===== src/rtl/enrdy_pkg.sv =====
package enrdy_pkg;
  typedef enum logic [1:0] {
    ST_OFF     = 2'd0,
    ST_BRINGUP = 2'd1,
    ST_LIVE    = 2'd2,
    ST_DRAIN   = 2'd3
  } seqState_t;

  typedef struct packed {
    logic rdy;
    logic initGo;
    logic qRst;
  } seqStrobes_t;

  localparam logic [1:0] SEL_ATTR = 2'd0;
  localparam logic [1:0] SEL_SUB  = 2'd1;
  localparam logic [1:0] SEL_COMP = 2'd2;
endpackage


===== src/rtl/enrdy_ctrl.sv =====
module enrdy_ctrl
  import enrdy_pkg::*;
(
  input  logic        clk,
  input  logic        rstN,
  input  logic        enBit,
  input  logic        initDone,
  input  logic        teardownDone,
  input  logic        drainIdle,
  output seqStrobes_t strobes
);
  seqState_t state, stateNxt;
  logic initGoQ, qRstQ;

  always_comb begin
    stateNxt = state;
    unique case (state)
      ST_OFF:     if (enBit) stateNxt = ST_BRINGUP;
      ST_BRINGUP: if (initDone) stateNxt = ST_LIVE;
      ST_LIVE:    if (!enBit) stateNxt = ST_DRAIN;
      ST_DRAIN:   if (teardownDone && drainIdle) stateNxt = ST_OFF;
      default:    stateNxt = ST_OFF;
    endcase
  end

  always_ff @(posedge clk or negedge rstN) begin
    if (!rstN) begin
      state   <= ST_OFF;
      initGoQ <= 1'b0;
      qRstQ   <= 1'b0;
    end else begin
      state   <= stateNxt;
      initGoQ <= (state == ST_OFF)  && (stateNxt == ST_BRINGUP);
      qRstQ   <= (state == ST_LIVE) && (stateNxt == ST_DRAIN);
    end
  end

  always_comb begin
    strobes.rdy    = (state == ST_LIVE) || (state == ST_DRAIN);
    strobes.initGo = initGoQ;
    strobes.qRst   = qRstQ;
  end
endmodule


===== src/rtl/enrdy_dpath.sv =====
module enrdy_dpath
  import enrdy_pkg::*;
#(
  parameter int AQ_DATA_W = 64,
  parameter int ATTR_W    = 28
) (
  input  logic                 clk,
  input  logic                 rstN,
  input  logic                 enWrStb,
  input  logic                 enWrVal,
  input  logic                 aqWrStb,
  input  logic [1:0]           aqWrSel,
  input  logic [AQ_DATA_W-1:0] aqWrData,
  input  seqStrobes_t          strobes,
  output logic                 enBit,
  output logic                 badEdge,
  output logic [ATTR_W-1:0]    aqAttr,
  output logic [AQ_DATA_W-1:0] aqSubBase,
  output logic [AQ_DATA_W-1:0] aqCompBase
);
  logic wantRise, wantFall, riseBad, fallBad, aqOpen;

  always_comb begin
    wantRise = enWrStb &&  enWrVal && !enBit;
    wantFall = enWrStb && !enWrVal &&  enBit;
    riseBad  = wantRise &&  strobes.rdy;
    fallBad  = wantFall && !strobes.rdy;
    aqOpen   = aqWrStb && !enBit;
  end

  always_ff @(posedge clk or negedge rstN) begin
    if (!rstN) begin
      enBit   <= 1'b0;
      badEdge <= 1'b0;
    end else begin
      badEdge <= riseBad || fallBad;
      if (wantRise && !riseBad) enBit <= 1'b1;
      else if (wantFall && !fallBad) enBit <= 1'b0;
    end
  end

  always_ff @(posedge clk or negedge rstN) begin
    if (!rstN) begin
      aqAttr     <= '0;
      aqSubBase  <= '0;
      aqCompBase <= '0;
    end else if (aqOpen) begin
      case (aqWrSel)
        SEL_ATTR: aqAttr     <= aqWrData[ATTR_W-1:0];
        SEL_SUB:  aqSubBase  <= aqWrData;
        SEL_COMP: aqCompBase <= aqWrData;
        default:  ;
      endcase
    end
  end
endmodule


===== src/rtl/enable_ready_seq.sv =====
module enable_ready_seq
  import enrdy_pkg::*;
#(
  parameter int AQ_DATA_W = 64,
  parameter int ATTR_W    = 28
) (
  input  logic                 clk,
  input  logic                 rstN,
  input  logic                 enWrStb,
  input  logic                 enWrVal,
  input  logic                 aqWrStb,
  input  logic [1:0]           aqWrSel,
  input  logic [AQ_DATA_W-1:0] aqWrData,
  input  logic                 initDone,
  input  logic                 teardownDone,
  input  logic                 drainIdle,
  output logic                 enable,
  output logic                 ready,
  output logic                 fetchEn,
  output logic                 initStart,
  output logic                 queueRst,
  output logic                 badEdge,
  output logic [ATTR_W-1:0]    aqAttr,
  output logic [AQ_DATA_W-1:0] aqSubBase,
  output logic [AQ_DATA_W-1:0] aqCompBase
);
  seqStrobes_t strobes;
  logic enBit;

  enrdy_ctrl uCtrl (
    .clk(clk), .rstN(rstN), .enBit(enBit), .initDone(initDone),
    .teardownDone(teardownDone), .drainIdle(drainIdle), .strobes(strobes)
  );

  enrdy_dpath #(.AQ_DATA_W(AQ_DATA_W), .ATTR_W(ATTR_W)) uDpath (
    .clk(clk), .rstN(rstN), .enWrStb(enWrStb), .enWrVal(enWrVal),
    .aqWrStb(aqWrStb), .aqWrSel(aqWrSel), .aqWrData(aqWrData),
    .strobes(strobes), .enBit(enBit), .badEdge(badEdge),
    .aqAttr(aqAttr), .aqSubBase(aqSubBase), .aqCompBase(aqCompBase)
  );

  assign enable    = enBit;
  assign ready     = strobes.rdy;
  assign fetchEn   = strobes.rdy && enBit;
  assign initStart = strobes.initGo;
  assign queueRst  = strobes.qRst;
endmodule


===== config.mk =====
export PLATFORM = sky130hd
export DESIGN_NAME = enable_ready_seq
export DESIGN_NICKNAME = d
export VERILOG_FILES = /design/src/rtl/enrdy_pkg.sv /design/src/rtl/enrdy_ctrl.sv /design/src/rtl/enrdy_dpath.sv /design/src/rtl/enable_ready_seq.sv
export SDC_FILE = /design/constraint.sdc
export NUM_CORES = 1
export LEC_CHECK = 0
export ABC_CLOCK_PERIOD_IN_PS = 1500
export BUFFER_PORTS_ARGS = -buffer_cell sky130_fd_sc_hd__buf_4
export CAP_MARGIN = 20
export CELL_PAD_IN_SITES_DETAIL_PLACEMENT = 0
export CELL_PAD_IN_SITES_GLOBAL_PLACEMENT = 1
export CORE_ASPECT_RATIO = 0.7
export CORE_MARGIN = 2
export CORE_UTILIZATION = 37
export CTS_BUF_LIST = sky130_fd_sc_hd__clkbuf_4 sky130_fd_sc_hd__clkbuf_8
export DETAILED_ROUTE_END_ITERATION = 8
export PLACE_DENSITY = 0.8
export SLEW_MARGIN = 10
export SYNTH_ARGS = -nofsm -noshare
export SYNTH_HDL_FRONTEND = slang
export SYNTH_SLANG_ARGS = --single-unit

===== constraint.sdc =====
create_clock -name clk -period 1.5 [get_ports clk]
set_clock_uncertainty 0.05 [all_clocks]
set_input_delay 0.3 -clock clk [delete_from_list [all_inputs] [get_ports clk]]
set_output_delay 0.3 -clock clk [all_outputs]
set_load 0.1 [all_outputs]

==> flow_metrics.tcl <==
set metrics [dict create \
    dp_slack_ps -294 \
    syn2layout_area_growth_pct 67.5 \
    yosysUniqueCellTypes 19 \
    design_area_um2 10300 \
    cp_num_buf_inv 3 \
    final.setup.tns_ps -34410 \
    clk_path_buf_depth 2 \
    ys_seq_area_share_pct 65.9 \
    synthTopCellsByArea "dfrtp_1, mux2_2, buf_6, mux2_1, nor3b_2" \
    ys_async_sr_fraction_pct 100 \
    synthTopCellsByCount "dfrtp_1, mux2_2, buf_6, mux2_1, o21ai_0" \
    viasPerCell 4.73 \
    core_um2 16300 \
    cap_violations 0 \
    rsz0062_at_grt "true" \
    run_status "finished with violations" \
    worst_skew_pair.late_latency_ps 440 \
    hold_viol 0 \
    clock_sinks 162 \
    post-route-drc-count 0 \
    setup.worst_path.end_class "flop" \
    antenna_found_initial 0 \
    die_x_um 158 \
    vias 4166 \
    ant_nets 0 \
    grt.total_usage_pct 18.7 \
    syn_inst 358 \
    grt_max_degree 40 \
    cts_tree "yes" \
    totalWireLength_mm 17.2 \
    hold_path_class "in2reg" \
    n_antenna_cell 0 \
    grt_pass1_vias 4516 \
    first_iter_violations 150 \
    fin_hold_ws_ps 41.3 \
    rrSetupSlack_ps -280 \
    cp_slowest_cell "dfrtp_4" \
    slew-limit-headroom_pct 80.4 \
    cts_buffers 17 \
    register_area_um2 4060 \
    avgRoutedWirePerCell_um 19.6 \
    min_period_ps 1780 \
    worst-path-stages 6 \
    path_cells "nand2b_4 > buf_4 > nor3_4 > buf_12 > buf_12 > mux2_2" \
    die_area_um2 17700 \
    critPathTopFamily "flip-flops" \
    endpoint "uDpath.aqAttr[1]" \
    start_util_pct 37.7 \
    multi_input_area_um2 2420 \
    gp_congestion 0.761 \
    critPathMostFrequentCell "buf_12" \
    pin_count 236 \
    crit_required_ps 1770 \
    overflow 0 \
    cp_slowest_stage_delay_ps 490 \
    cp_max_fo 14 \
    fin_ws_ps -276 \
    synth_area_leader_cell "dfrtp_1" \
    synth-main-ff-cell "dfrtp_1" \
    synth.cell_area_um2 6150 \
    fin_nets 717 \
    clkTransAtPathRegs_ps 90 \
    fin_crit_sh_pct 118 \
    die_h_um 112 \
    placed_cell_area_um2 8640 \
    h-tree-depth 4 \
    reg2regPathDepth 6 \
    finalMaxSlewViolations 0 \
    synth_most_common_cell "dfrtp_1" \
    fmaxAchievable_ghz 0.563 \
    portBuffers 235 \
    ys_ff_latch 162 \
    drt-pass1-iter-count 4 \
    arrival_ps 2050 \
    nFillCells 1188 \
    timing.rr.start "uDpath.enBit" \
    synth_edf_count 0 \
    critical_path_class "reg2reg" \
    grt_pass1_wl_mm 25.3 \
    tightest_slew_ps 293 \
    yosysTopAreaCellShare_pct 65.9 \
    syn-mean-instance-area_um2 17.2 \
    crit_start "uDpath.enBit" \
    synth_nets 432 \
    drive_above_1_share_pct 71.9 \
    startpoint_type "flop" \
    violations "negative setup slack" \
    yosysWarningCount 0 \
    root_buffer "clkbuf_8" \
    reg2reg_to "uDpath.aqAttr[1]" \
    rows 39 \
    dp.final_hpwl_mm 10.6 \
    finalSetupViolCount 158 \
]
-- what timing repair did --
| item | CTS | global route |
|---|---|---|
| pin swaps | 2 | 1 |
| buffers inserted | 8 | 3 |
| resized for setup | 84 | 127 |
| hold buffers | 1 | 6 |
| endpoints found under the setup margin | 185 | 277 |
| hold endpoints to repair | 143 | 8 |
| cloned | 7 | 4 |
-- worst min path at each step --
stage / from / end / depth (start not counted)
after CTS: aqWrData[57] / uDpath.aqCompBase[57] / 2
after global placement: rstN / uDpath.aqAttr[8] / 1
final: aqWrData[57] / uDpath.aqCompBase[57] / 2
after global routing: aqWrData[47] / uDpath.aqSubBase[47] / 2
after floorplan: rstN / uCtrl.initGoQ / 0
after detailed placement: rstN / uDpath.aqAttr[8] / 1
-- layout by cell type, fill, tap and decap left out, drive strengths merged --
cell	count
dlygate4sd3	7
buf	273
nand2	2
nand3b	1
nor3b	3
mux2	156
clkbuf	26
o21ai	5
dfrtp	162
inv	1
clkinvlp	2
and2	1
nand2b	2
nor2	1
clkinv	4
a21oi	2
nand3	2
nor3	1
bufinv	3
or3b	1
-- kinds of logic (layout without fill, tap and decap cells) --
kind of cell           Yosys count  in the layout  share of synthesized area, %
AO/OA/AOI/OAI                    7              7                         0.570
buffers and inverters           19            316                          3.11
flip-flops                     162            162                          65.9
multiplexers                   156            156                          28.6
AND/OR/NAND/NOR                 14             14                          1.83
-- metrics by stage --
step           instances  utilization, %
3_5_place_dp         820            53.0
6_report             880            63.2
4_1_cts              867            59.1
3_3_place_gp         820            53.0
5_1_grt              880            63.2
2_1_floorplan        358               -
-- registers in the layout, indices dropped and copies added (netlist names) --
name	cells
uCtrl.initGoQ	1
uDpath.enBit	1
uDpath.badEdge	1
uDpath.aqCompBase	64
uCtrl.qRstQ	1
uDpath.aqAttr	28
uCtrl.state	2
uDpath.aqSubBase	64
-- final cells by class --
class | instances | share of cell area (%)
well taps | 225 | 2.73
clock buffers | 22 | 2.70
repair buffers | 284 | 30.3
multi-input cells | 177 | 23.5
inverters | 1 | 0.0364
clock inverters | 9 | 1.29
flip-flops and latches | 162 | 39.4
-- per-layer routing --
layer | up-vias | share of wire (%) | track usage [%]
met5 | - | 0 | 0
met4 | 0 | 1.2 | 5.65
met3 | 18 | 6.9 | 6.38
met2 | 151 | 47 | 27.9
met1 | 2164 | 45 | 25.8
li1 | 1833 | - | -
Power is left out: the tool's default activity adds up to more than one toggle a clock period on the data nets, which glitch-free logic cannot reach.
